===== src/rtl/burst_det_pkg.sv =====
// Package: shared constants, state type and pattern lookups for the
// compressed audio burst detector. Assumes 16-bit subframe payload words.
package burst_det_pkg;

    localparam int WORD_W   = 16;
    localparam int SYNC_LEN = 6;
    localparam int ZERO_RUN = 4;
    localparam int DTS_LEN  = 3;

    localparam logic [WORD_W-1:0] SYNC_HI = 16'hF872;
    localparam logic [WORD_W-1:0] SYNC_LO = 16'h4E1F;

    localparam logic [WORD_W-1:0] DTS_W0 = 16'h1FFF;
    localparam logic [WORD_W-1:0] DTS_W1 = 16'hE800;
    localparam logic [WORD_W-1:0] DTS_W2 = 16'h07F0;
    localparam logic [WORD_W-1:0] DTS_M2 = 16'hFFF0;

    typedef enum logic [1:0] {
        CAP_IDLE = 2'd0,
        CAP_INFO = 2'd1,
        CAP_LEN  = 2'd2
    } cap_state_e;

    // Expected burst sync word at a given position in the sequence
    function automatic logic [WORD_W-1:0] burst_sync_word(input logic [2:0] idx);
        case (idx)
            3'd4:    burst_sync_word = SYNC_HI;
            3'd5:    burst_sync_word = SYNC_LO;
            default: burst_sync_word = '0;
        endcase
    endfunction

    // True when a word matches the 14-bit DTS pattern at a given position
    function automatic logic dts_word_ok(input logic [1:0] idx, input logic [WORD_W-1:0] w);
        case (idx)
            2'd0:    dts_word_ok = (w == DTS_W0);
            2'd1:    dts_word_ok = (w == DTS_W1);
            default: dts_word_ok = ((w & DTS_M2) == DTS_W2);
        endcase
    endfunction

endpackage


===== src/rtl/burst_sync_matcher.sv =====
// Finds the six-word compressed-burst sync sequence in the valid word
// stream and captures the two descriptor words that follow it.
// Assumes at most one word per cycle; sync_hit is a combinational pulse
// in the cycle the final sync word is presented.
module burst_sync_matcher
    import burst_det_pkg::*;
(
    input  logic              clk,
    input  logic              rst_n,
    input  logic              word_valid,
    input  logic [WORD_W-1:0] word_data,
    output logic              sync_hit,
    output logic [WORD_W-1:0] info_word,
    output logic [WORD_W-1:0] len_word
);

    localparam int CNT_W = $clog2(SYNC_LEN);

    logic [CNT_W-1:0] match_cnt;
    cap_state_e       cap_st;
    logic             word_match;
    logic             last_pos;

    // Compare the incoming word against the expected sync word
    always_comb begin
        word_match = word_valid && (cap_st == CAP_IDLE) &&
                     (word_data == burst_sync_word(3'(match_cnt)));
        last_pos   = (match_cnt == CNT_W'(SYNC_LEN - 1));
        sync_hit   = word_match && last_pos;
    end

    // Advance or restart the sequence position, and capture descriptor words
    always_ff @(posedge clk) begin
        if (!rst_n) begin
            match_cnt <= '0;
            cap_st    <= CAP_IDLE;
            info_word <= '0;
            len_word  <= '0;
        end else if (word_valid) begin
            case (cap_st)
                CAP_IDLE: begin
                    if (word_match) begin
                        if (last_pos) begin
                            match_cnt <= '0;
                            cap_st    <= CAP_INFO;
                        end else begin
                            match_cnt <= match_cnt + 1'b1;
                        end
                    end else if (word_data == '0) begin
                        match_cnt <= (match_cnt == CNT_W'(ZERO_RUN)) ? match_cnt : CNT_W'(1);
                    end else begin
                        match_cnt <= '0;
                    end
                end
                CAP_INFO: begin
                    info_word <= word_data;
                    cap_st    <= CAP_LEN;
                end
                default: begin
                    len_word <= word_data;
                    cap_st   <= CAP_IDLE;
                end
            endcase
        end
    end

endmodule


===== src/rtl/dts14_matcher.sv =====
// Finds the three-word 14-bit DTS-CD sync pattern in the valid word stream.
// The last word is compared on its upper bits only. sync_hit is a
// combinational pulse in the cycle the final pattern word is presented.
module dts14_matcher
    import burst_det_pkg::*;
(
    input  logic              clk,
    input  logic              rst_n,
    input  logic              word_valid,
    input  logic [WORD_W-1:0] word_data,
    output logic              sync_hit
);

    localparam int CNT_W = $clog2(DTS_LEN);

    logic [CNT_W-1:0] pos;
    logic             pos_ok;
    logic             restart_ok;

    // Evaluate the word at the current position and as a fresh start
    always_comb begin
        pos_ok     = dts_word_ok(2'(pos), word_data);
        restart_ok = dts_word_ok(2'd0, word_data);
        sync_hit   = word_valid && pos_ok && (pos == CNT_W'(DTS_LEN - 1));
    end

    // Track the position within the pattern
    always_ff @(posedge clk) begin
        if (!rst_n) begin
            pos <= '0;
        end else if (word_valid) begin
            if (sync_hit)
                pos <= '0;
            else if (pos_ok)
                pos <= pos + 1'b1;
            else if (restart_ok)
                pos <= CNT_W'(1);
            else
                pos <= '0;
        end
    end

endmodule


===== src/rtl/flag_hold_timer.sv =====
// Sticky flag with a retriggerable frame window. A hit sets the flag and
// restarts the count. Each frame strobe advances the count, and the
// FRAME_LIMIT-th strobe without a hit clears the flag. A hit wins over a
// strobe in the same cycle.
module flag_hold_timer #(
    parameter int FRAME_LIMIT = 4096
) (
    input  logic clk,
    input  logic rst_n,
    input  logic hit,
    input  logic frame_tick,
    output logic flag
);

    localparam int CW = (FRAME_LIMIT > 1) ? $clog2(FRAME_LIMIT) : 1;
    localparam logic [CW-1:0] LAST = CW'(FRAME_LIMIT - 1);

    logic [CW-1:0] frames;

    // Set, hold and time out the flag
    always_ff @(posedge clk) begin
        if (!rst_n) begin
            flag   <= 1'b0;
            frames <= '0;
        end else if (hit) begin
            flag   <= 1'b1;
            frames <= '0;
        end else if (flag && frame_tick) begin
            if (frames == LAST) begin
                flag   <= 1'b0;
                frames <= '0;
            end else begin
                frames <= frames + 1'b1;
            end
        end
    end

endmodule


===== src/rtl/nonpcm_burst_detect.sv =====
// Top level of the compressed audio burst detector. It joins the burst
// sync matcher, the 14-bit DTS matcher and one hold timer per flag.
// Assumes word_valid and frame_start come from the subframe decoder in
// the clk domain.
module nonpcm_burst_detect
    import burst_det_pkg::*;
#(
    parameter int FRAME_LIMIT = 4096
) (
    input  logic        clk,
    input  logic        rst_n,
    input  logic        word_valid,
    input  logic [15:0] word_data,
    input  logic        frame_start,
    output logic        npcm_flag,
    output logic        dts14_flag,
    output logic        auto_flag,
    output logic [15:0] burst_info,
    output logic [15:0] burst_len
);

    localparam int N_FLAGS = 2;

    logic [N_FLAGS-1:0] hits;
    logic [N_FLAGS-1:0] flags;

    burst_sync_matcher u_burst (
        .clk        (clk),
        .rst_n      (rst_n),
        .word_valid (word_valid),
        .word_data  (word_data),
        .sync_hit   (hits[0]),
        .info_word  (burst_info),
        .len_word   (burst_len)
    );

    dts14_matcher u_dts (
        .clk        (clk),
        .rst_n      (rst_n),
        .word_valid (word_valid),
        .word_data  (word_data),
        .sync_hit   (hits[1])
    );

    // One hold timer per detected stream type
    for (genvar g = 0; g < N_FLAGS; g++) begin : g_hold
        flag_hold_timer #(.FRAME_LIMIT(FRAME_LIMIT)) u_hold (
            .clk        (clk),
            .rst_n      (rst_n),
            .hit        (hits[g]),
            .frame_tick (frame_start),
            .flag       (flags[g])
        );
    end

    // Drive the flag outputs
    always_comb begin
        npcm_flag  = flags[0];
        dts14_flag = flags[1];
        auto_flag  = |flags;
    end

endmodule


===== config.mk =====
export PLATFORM = sky130hd
export DESIGN_NAME = nonpcm_burst_detect
export DESIGN_NICKNAME = d
export VERILOG_FILES = /design/src/rtl/burst_det_pkg.sv /design/src/rtl/burst_sync_matcher.sv /design/src/rtl/dts14_matcher.sv /design/src/rtl/flag_hold_timer.sv /design/src/rtl/nonpcm_burst_detect.sv
export SDC_FILE = /design/constraint.sdc
export NUM_CORES = 1
export LEC_CHECK = 0
export BUFFER_PORTS_ARGS = -buffer_cell sky130_fd_sc_hd__buf_2
export CAP_MARGIN = 30
export CORE_AREA = 5 5 79 81
export DETAILED_ROUTE_END_ITERATION = 6
export DIE_AREA = 0 0 84 86
export GPL_TIMING_DRIVEN = 0
export PLACE_DENSITY = 0.85
export SKIP_CTS_REPAIR_TIMING = 1
export SYNTH_ARGS = -nofsm -noshare
export SYNTH_HDL_FRONTEND = slang
export SYNTH_SLANG_ARGS = --single-unit

===== constraint.sdc =====
create_clock -name clk -period 2.4 [get_ports clk]
set_input_delay 0 -clock clk [delete_from_list [all_inputs] [get_ports clk]]
set_output_delay 0 -clock clk [all_outputs]
set_load 0.01 [all_outputs]

==> run summary, run 1 <==
==================================================================================
Final period util                                                            86.1%
Library cells used by synthesis                                                 46
Dominant cell by count in the synthesized netlist                     sky130_fd_sc_hd__nand2_1
Drt initial violations                                                         114
Total number of H-tree levels                                                    3
Crit path max fanout                                                             9
Ranking of synthesized cells by area                                  sky130_fd_sc_hd__dfxtp_1 (44%), sky130_fd_sc_hd__nand2_1 (12%), sky130_fd_sc_hd__a21oi_1 (7.7%)
Area of the core region                                                  5410 um^2
Post-DR wirelength/cell                                                    13.7 um
First-pass GRT wire length                                                 12.1 mm
All-layer global routing usage                                               20.3%
Total negative slack                                                          0 ps
Final non-filler cell total                                                    527
Die width                                                                    84 um
Core Rows                                                                       27
Most used flip-flop cell after synthesis                              sky130_fd_sc_hd__dfxtp_1
Ratio of routed vias to standard cells                                        5.38
Worst max-slew margin expressed relative to the limit                        64.1%
Number of ports placed on the die boundary                                      55
# diodes                                                                         0
Maximum ir drop on the vdd rail                                         0.000423 V
Clock tree from TritonCTS                                                      yes
Shortest period the worst path allows                                      2070 ps
Total wire length after detailed routing                                   7.23 mm
Classification of the worst setup path                                  reg -> reg
Share of post-route cells with drive strength above 1                        18.5%
Remaining number of nets flagged by the antenna check after routing              0
Number of global-route vias before repair                                     2795
Count of state elements after synthesis                                         65
Capturing element type of the critical path                                   flop
Sequential fraction of the synthesis area                                    44.5%
Run status                                                            finished, final reports clean
Worst-skew pair later-pin latency                                           340 ps
Worst hold path class                                                    in -> reg
Placed instance area                                                     3290 um^2
Startpoint types                                                              flop
Placed instance count                                                          494
HPWL after DPL                                                             5.02 mm
Setup repair after global routing missed its margin                          false
Area share of the largest cell type after synthesis                          44.5%
Combined flip-flop and latch cell area                                   1300 um^2
TritonCTS sink count                                                            65
Number of nets in the synthesized netlist                                      393
Critical path data required time                                           2620 ps
Initial antenna violation count                                                  0
Total leakage power                                                        1.44 nW
Power per cell area                                                    558 nW/um^2
MaxCap Viol Count                                                                0
Arrival @ worst endpoint                                                   2290 ps
Post-Syn Area per Cell                                                   7.95 um^2
Netlist Area Pre-Place                                                   2930 um^2
Number of nets in the finished design                                          475
Final Hold Vio Count                                                             0
Area taken by multi-input logic gates                                    1540 um^2
Final setup vio count                                                            0
Deepest clock path buffer count                                                  2
Die Outline Area                                                         7220 um^2
Final std cell area, no fill                                             3630 um^2
DRC violation count after routing                                                0
Actual transition at the worst max-transition pin                           539 ps
Clock root buffer master                                              sky130_fd_sc_hd__clkbuf_8
Worst Hold Slack                                                           21.0 ps
Total gr overflow                                                                0
Initial standard-cell utilization of the core                                54.1%
Die height                                                                   86 um
Largest area contributor in the netlist                               sky130_fd_sc_hd__dfxtp_1
Largest net degree at the start of global routing                               14
Via count                                                                     2835
Commonest cells in the synthesized netlist                            sky130_fd_sc_hd__nand2_1 (93), sky130_fd_sc_hd__dfxtp_1 (65), sky130_fd_sc_hd__a21oi_1 (45), sky130_fd_sc_hd__nor2_1 (37)
Number of synthesized flops with an enable pin                                   0
Total of warnings raised by yosys                                                0
Last weighted congestion value of the routability-driven placer              0.803
Layout overhead on the synthesized area                                      24.3%
First-pass iteration count of the detailed router                                4
Clk slew on worst S/H paths                                                  80 ps
Synth async-reset ratio                                                         0%
Number of buffers created by CTS                                                 9
Post-layout worst setup margin                                              333 ps
Port bufs                                                                       54
Max Clock Skew                                                             6.29 ps
Number of fill cells in the layout                                             452
Final number of max-transition violations                                        0
Maximum clock frequency                                                    484 MHz
Gate Count Post-Synth                                                          368
Pre-CTS setup slack                                                         388 ps
==================================================================================
[metrics by stage]
step,utilization [%],total power [mW]
after floorplan,-,1.15
after global placement,60.8,1.19
after detailed placement,60.8,1.20
after CTS,64.1,2.03
after global routing,67.2,2.11
final,67.2,2.03
[sequential cells by signal (all words and copies together) (netlist names)]
register              cells
u_burst.info_word        16
u_burst.cap_st            2
g_hold.u_hold.flag        2
u_dts.pos                 2
g_hold.u_hold.frames     24
u_burst.match_cnt         3
u_burst.len_word         16
[area by class of cell]
cell class                 count  area share (%)
clock buffer                   9            3.41
clock inverter                 7            1.51
buffer                        12            1.45
multi-input combinational    282            42.3
inverter                       9           0.929
tap                           72            2.48
sequential                    65            35.8
timing repair buffer          71            12.1
[power by group]
| part | leakage (nW) | internal (mW) | switching, mW | total (mW) |
|---|---|---|---|---|
| registers | 0.524 | 1.08 | 0.00244 | 1.08 |
| clock network | 0.0862 | 0.382 | 0.454 | 0.837 |
| logic | 0.825 | 0.0464 | 0.0654 | 0.112 |
| total | 1.44 | 1.51 | 0.522 | 2.03 |
[worst paths after layout]
| path | from | slack [ps] | cells after the start | end |
|---|---|---|---|---|
| setup / recovery | u_burst.match_cnt[2] | 330 | 6 | g_hold[0].u_hold.frames[10] |
| setup reg to reg | u_burst.match_cnt[2] | 330 | 6 | g_hold[0].u_hold.frames[10] |
| hold / removal | frame_start | 20 | 4 | g_hold[1].u_hold.flag |
| hold reg to reg | u_burst.info_word[15] | 450 | 2 | u_burst.info_word[15] |
[routing by layer]
metal  up-vias  GRT usage, %  part of all wire (%)
met4         0          7.16                   1.8
met3        15          8.45                   7.4
met5         -             0                     0
met1      1321          22.8                    42
li1       1422             -                     -
met2        77          34.9                    49
[critical path, stage by stage (launching register included)]
cell and delay [ps]:
sky130_fd_sc_hd__dfxtp_1 460, sky130_fd_sc_hd__nor3b_1 460, sky130_fd_sc_hd__nand4_1 160, sky130_fd_sc_hd__o31ai_1 110, sky130_fd_sc_hd__nand4_2 300, sky130_fd_sc_hd__o21ai_2 380
sky130_fd_sc_hd__nor2_1 80
[layout by cell type, fill, tap and decap left out, drive strengths merged, types with 3 or more instances in the layout]
cell type / n
nand2: 93
dfxtp: 65
buf: 56
a21oi: 46
nor2: 37
clkbuf: 19
dlygate4sd3: 17
nand3: 12
xor2: 12
nand4: 12
nor3: 11
inv: 11
xnor2: 8
ha: 5
and2: 4
and3: 4
or2: 3
nor4: 3
o21ai: 3
nor4b: 3
clkinv: 3
[cells by family (layout without fill, tap and decap cells)]
group                    count (synthesis)  count (layout)  share of synthesized area (%)
multiplexers                             2               2                          0.684
XOR/XNOR                                20              20                           5.99
adder cells (fa/ha/maj)                  5               5                           2.14
AND/OR/NAND/NOR                        195             195                           31.8
buffers and inverters                   21             108                           2.95
flip-flops                              65              65                           44.5
AO/OA/AOI/OAI                           60              60                           12.0
Power figures use the tool's default switching activity.
==> inputs of run 2 (changes only) <==
--- a/config.mk
+++ b/config.mk
@@ -7,11 +7,13 @@
 export LEC_CHECK = 0
 export BUFFER_PORTS_ARGS = -buffer_cell sky130_fd_sc_hd__buf_2
 export CAP_MARGIN = 30
-export CORE_AREA = 5 5 79 81
+export CELL_PAD_IN_SITES_DETAIL_PLACEMENT = 0
+export CELL_PAD_IN_SITES_GLOBAL_PLACEMENT = 1
+export CORE_AREA = 5 5 92 94
 export DETAILED_ROUTE_END_ITERATION = 6
-export DIE_AREA = 0 0 84 86
+export DIE_AREA = 0 0 97 99
 export GPL_TIMING_DRIVEN = 0
-export PLACE_DENSITY = 0.85
+export PLACE_DENSITY = 0.84
 export SKIP_CTS_REPAIR_TIMING = 1
 export SYNTH_ARGS = -nofsm -noshare
 export SYNTH_HDL_FRONTEND = slang
==> run 2 against run 1 <==
Effect of this change:
- clock skew up 3.6 ps
- worst hold slack gained 7.1 ps
- worst setup slack got worse by 92 ps
- cell count increased by 5.7%
- count of clock-buffer cells in the layout increased by 2
- non-clock buffer count stayed put
- final area is 2.2% higher
- largest power group unchanged
==> run summary, run 2 (synthesis gave the netlist of run 1 again) <==
====================================================================================
Run status                                                              finished, final reports clean
Setup repair after global routing missed its margin                            false
Number of global-route vias before repair                                       2583
Clock tree from TritonCTS                                                        yes
Worst-skew pair later-pin latency                                             340 ps
Reg-to-reg startpoint                                                   u_burst.match_cnt[2]
# diodes                                                                           0
Final number of max-transition violations                                          0
Leading cell types in the layout, fill and taps excluded                sky130_fd_sc_hd__nand2_1 (93), sky130_fd_sc_hd__dfxtp_1 (65), sky130_fd_sc_hd__buf_2 (54)
Clock root buffer master                                                sky130_fd_sc_hd__clkbuf_8
Area of the core region                                                    7570 um^2
CP Cell Sequence                                                        nor3b_1 -> nand4_1 -> o31ai_1 -> nand4_2 -> o21ai_2 -> nor2_1
Total number of H-tree levels                                                      3
Initial standard-cell utilization of the core                                  38.7%
Shortest period the worst path allows                                        2160 ps
Die Outline Area                                                           9600 um^2
Final setup vio count                                                              0
Commonest non-fill, non-tap cell in the layout                          sky130_fd_sc_hd__nand2_1
Core Rows                                                                         32
Area taken by multi-input logic gates                                      1540 um^2
Reg-to-reg endpoint                                                     g_hold[0].u_hold.frames[8]
Hold Path Depth                                                                    4
Final std cell area, no fill                                               3710 um^2
Total negative slack                                                            0 ps
TritonCTS sink count                                                              65
Deepest clock path buffer count                                                    2
Combined flip-flop and latch cell area                                     1300 um^2
Number of ports placed on the die boundary                                        55
Die height                                                                     99 um
Maximum cell stage delay along the critical path                              510 ps
Worst max-slew margin expressed relative to the limit                          63.5%
Clk slew on worst S/H paths                                                    70 ps
Largest delay share family, worst path                                  simple AND/OR/NAND/NOR gates
Number of fill cells in the layout                                               736
Worst setup slack for register-to-register paths                              240 ps
Total gr overflow                                                                  0
Cell type of the slowest stage on the worst timing path                 sky130_fd_sc_hd__nor3b_1
All-layer global routing usage                                                 15.0%
Count of buffering cells on the critical path with inverters included              0
Placed instance area                                                       3320 um^2
DRC violation count after routing                                                  0
Largest registers ranked by flip-flop count                             g_hold.u_hold.frames: 24 flops, u_burst.info_word: 16 flops, u_burst.len_word: 16 flops
Crit path max fanout                                                               9
Maximum ir drop on the vdd rail                                           0.000263 V
Start point of the worst min-delay path                                  frame_start
Final period util                                                              90.0%
Worst Setup SP                                                          u_burst.match_cnt[2]
Hold Path End                                                           g_hold[1].u_hold.flag
Remaining number of nets flagged by the antenna check after routing                0
Largest register FFs                                                              24
Max Clock Skew                                                               9.88 ps
Worst hold path class                                                      in -> reg
Via count                                                                       2744
Maximum clock frequency                                                      463 MHz
Layout overhead on the synthesized area                                        26.9%
Startpoint types                                                                flop
Classification of the worst setup path                                    reg -> reg
Biggest register                                                        g_hold.u_hold.frames
Critical path data required time                                             2620 ps
Number of nets in the finished design                                            475
Total wire length after detailed routing                                     7.21 mm
First-pass GRT wire length                                                   11.8 mm
First-pass iteration count of the detailed router                                  4
Initial antenna violation count                                                    0
Worst Reg-to-Reg Cells                                                             6
Die width                                                                      97 um
Number of buffers created by CTS                                                   9
Actual transition at the worst max-transition pin                             547 ps
Total leakage power                                                          1.46 nW
Post-DR wirelength/cell                                                      12.9 um
Share of post-route cells with drive strength above 1                          18.2%
Port bufs                                                                         54
Last weighted congestion value of the routability-driven placer                0.836
Power per cell area                                                      599 nW/um^2
Capturing element type of the critical path                                     flop
Final Hold Vio Count                                                               0
Arrival @ worst endpoint                                                     2380 ps
Drt initial violations                                                           129
Largest net degree at the start of global routing                                 12
MaxCap Viol Count                                                                  0
Ratio of routed vias to standard cells                                          4.93
HPWL after DPL                                                               5.22 mm
====================================================================================
## run 2: changes by cell type in the layout (fill, tap and decap cells not counted), sizes merged
| cell | previous run | this run |
|---|---|---|
| bufinv | 0 | 2 |
| clkbuf | 19 | 21 |
| clkinvlp | 2 | 0 |
| inv | 11 | 9 |
## run 2: worst max-delay path by stage
stage,to,cells after the start
final,g_hold[0].u_hold.frames[8],6
after global routing,g_hold[0].u_hold.frames[0],6
after CTS,g_hold[0].u_hold.frames[8],6
after detailed placement,g_hold[0].u_hold.frames[8],6
after global placement,g_hold[0].u_hold.frames[8],6
after floorplan,g_hold[1].u_hold.frames[11],8
## run 2: worst min-delay path, delay by kind of cell
kind	cells	cell delay, ps
AO/OA/AOI/OAI	1	60
buffers and inverters	1	130
AND/OR/NAND/NOR	2	120
## run 2: layer usage
layer | part of all wire [%] | GRT usage (%)
met1 | 46 | 18.0
met4 | 1.3 | 6.80
met5 | 0 | 0
met3 | 5.6 | 4.81
met2 | 47 | 24.5
## run 2: area by class of cell
class	count	share of cell area, %
clock buffers	11	3.81
inverters	9	0.910
plain buffers	12	1.42
well taps	102	3.44
clock inverters	5	2.12
multi-input cells	282	41.4
flip-flops and latches	65	35.0
repair buffers	71	11.9
## run 2: metrics by stage
step / std cells / power, mW / setup slack (ps) / utilization, % / hold WS [ps]
final: 557 / 2.23 / 241 / 49.1 / 28.1
after floorplan: 368 / 1.15 / 638 / - / 136
after global routing: 557 / 2.31 / 112 / 49.1 / 37.1
after global placement: 524 / 1.20 / 357 / 43.9 / 279
after CTS: 540 / 2.23 / 256 / 46.8 / -90.8
after detailed placement: 524 / 1.20 / 274 / 43.9 / 281
## run 2: where the power goes
part / internal, mW / leakage [nW] / total (mW) / switching [mW]
clock: 0.612 / 0.113 / 1.03 / 0.419
combinational: 0.0464 / 0.825 / 0.113 / 0.0662
sequential: 1.08 / 0.524 / 1.08 / 0.00248
total: 1.74 / 1.46 / 2.23 / 0.488
==> inputs of run 3 (changes only) <==
==> constraint.sdc (replaced) <==
create_clock -name clk -period 2.1 [get_ports clk]
set_input_delay 0 -clock clk [delete_from_list [all_inputs] [get_ports clk]]
set_output_delay 0 -clock clk [all_outputs]
set_load 0.01 [all_outputs]
==> run 3 against run 2 <==
Effect of this change:
- register-to-register slack worse by 70 ps
- sequential cell count stayed put
- clock skew hardly changed
- count of clock-buffer cells in the layout stayed put
- cell count is 0.36% higher
- highest routed layer unchanged
- die area stayed put
- clock power is 15% higher
- critical endpoint is now g_hold[1].u_hold.frames[3]
==> run summary, run 3 (synthesis gave the netlist of run 1 again) <==
==================================================================================
Run status                                                            finished, final reports clean
Maximum ir drop on the vdd rail                                         0.000298 V
Maximum clock frequency                                                    518 MHz
Biggest register                                                      g_hold.u_hold.frames
Critical path data required time                                           2320 ps
Number of ports placed on the die boundary                                      55
Maximum cell stage delay along the critical path                            510 ps
Die Outline Area                                                         9600 um^2
Cell type of the slowest stage on the worst timing path               sky130_fd_sc_hd__or4_1
GRT met1 Usage                                                               18.0%
Crit path max fanout                                                             5
Share of post-route cells with drive strength above 1                        19.0%
Die width                                                                    97 um
Largest registers ranked by flip-flop count                           g_hold.u_hold.frames: 24 flops, u_burst.info_word: 16 flops, u_burst.len_word: 16 flops
Number of buffers created by CTS                                                 9
First-pass iteration count of the detailed router                                4
Remaining number of nets flagged by the antenna check after routing              0
Final setup vio count                                                            0
Number of global-route vias before repair                                     2583
Max Clock Skew                                                             9.54 ps
Layout overhead on the synthesized area                                      28.1%
Total gr overflow                                                                0
Area of the core region                                                  7570 um^2
Ratio of routed vias to standard cells                                        4.94
Via count                                                                     2759
First-pass GRT wire length                                                 11.8 mm
Largest net degree at the start of global routing                               12
Die height                                                                   99 um
Initial standard-cell utilization of the core                                38.7%
Largest register FFs                                                            24
Clock root buffer master                                              sky130_fd_sc_hd__clkbuf_8
Core Rows                                                                       32
CP Cell Sequence                                                      nand3_1 -> or3_1 -> or4_1 -> nor2_1 -> nor3_1
Clock tree from TritonCTS                                                      yes
DRC violation count after routing                                                0
Startpoint types                                                              flop
Worst-skew pair later-pin latency                                           340 ps
Most Crowded Layer GR                                                         met2
Post-DR wirelength/cell                                                    12.8 um
Total wire length after detailed routing                                   7.18 mm
Classification of the worst setup path                                  reg -> reg
Met2 global-route usage                                                      24.5%
Clk slew on worst S/H paths                                                  80 ps
Power per cell area                                                    679 nW/um^2
Leading cell types in the layout, fill and taps excluded              sky130_fd_sc_hd__nand2_1 (93), sky130_fd_sc_hd__dfxtp_1 (65), sky130_fd_sc_hd__buf_2 (54)
Total number of H-tree levels                                                    3
Last weighted congestion value of the routability-driven placer              0.836
Setup repair after global routing missed its margin                          false
Final number of max-transition violations                                        0
All-layer global routing usage                                               15.0%
Capturing element type of the critical path                                   flop
Number of nets in the finished design                                          477
MaxCap Viol Count                                                                0
Hold Path Depth                                                                  4
Arrival @ worst endpoint                                                   2150 ps
Shortest period the worst path allows                                      1930 ps
Pre-CTS setup slack                                                       -26.5 ps
# diodes                                                                         0
Worst max-slew margin expressed relative to the limit                        62.9%
Final Hold Vio Count                                                             0
Worst Hold Slack                                                           28.8 ps
HPWL after DPL                                                             5.22 mm
Port bufs                                                                       54
Commonest non-fill, non-tap cell in the layout                        sky130_fd_sc_hd__nand2_1
Worst Reg-to-Reg Cells                                                           5
Post-layout worst setup margin                                              170 ps
Initial antenna violation count                                                  0
Deepest clock path buffer count                                                  2
Total leakage power                                                        1.48 nW
Final period util                                                            91.9%
GR Layer Usage met3                                                          4.81%
TritonCTS sink count                                                            65
Actual transition at the worst max-transition pin                           557 ps
Drt initial violations                                                         126
Worst hold path class                                                    in -> reg
==================================================================================
[run 3: changes by cell type in the layout (fill, tap and decap cells not counted), sizes merged]
| cell | delta |
|---|---|
| buf | +2 |
[run 3: critical path, delay by kind of cell, from the launching register on]
kind | cells | cell delay, ps
AND/OR/NAND/NOR | 5 | 1420
flip-flops | 1 | 390
[run 3: path summary, 6_finish.rpt]
| path | endpoint | startpoint | slack (ps) |
|---|---|---|---|
| worst min register to register | u_burst.info_word[15] | u_burst.info_word[15] | 450 |
| worst max-delay path | g_hold[1].u_hold.frames[3] | g_hold[1].u_hold.frames[6] | 170 |
| worst min-delay path | g_hold[1].u_hold.flag | frame_start | 30 |
| worst max register to register | g_hold[1].u_hold.frames[3] | g_hold[1].u_hold.frames[6] | 170 |
[run 3: cell type report]
class / instances / area, um^2
clock buffers: 11 / 141
multi-input cells: 282 / 1560
repair buffers: 73 / 455
flip-flops and latches: 65 / 1300
clock inverters: 5 / 78.8
fillers: 730 / 3820
well taps: 102 / 128
plain buffers: 12 / 52.6
inverters: 9 / 33.8
[run 3: report_power, final]
| group | switching (mW) | leakage, nW | internal, mW |
|---|---|---|---|
| Sequential | 0.00301 | 0.524 | 1.23 |
| Combinational | 0.0757 | 0.839 | 0.0535 |
| Clock | 0.479 | 0.113 | 0.700 |
[run 3: through the flow]
stage	util, %	TNS, ps	power (mW)	cells	cell area (um^2)
after CTS	46.8	-213	2.55	540	3540
after global routing	49.5	0	2.65	559	3750
final	49.5	0	2.54	559	3750
after detailed placement	43.9	-84.8	1.37	524	3320
after global placement	43.9	0	1.37	524	3320
after floorplan	-	0	1.31	368	2930
[run 3: layer usage]
metal / vias up / part of all wire (%)
li1: 1425 / -
met1: 1259 / 46
met2: 62 / 47
met3: 13 / 5.4
met4: 0 / 2.1
met5: - / 0
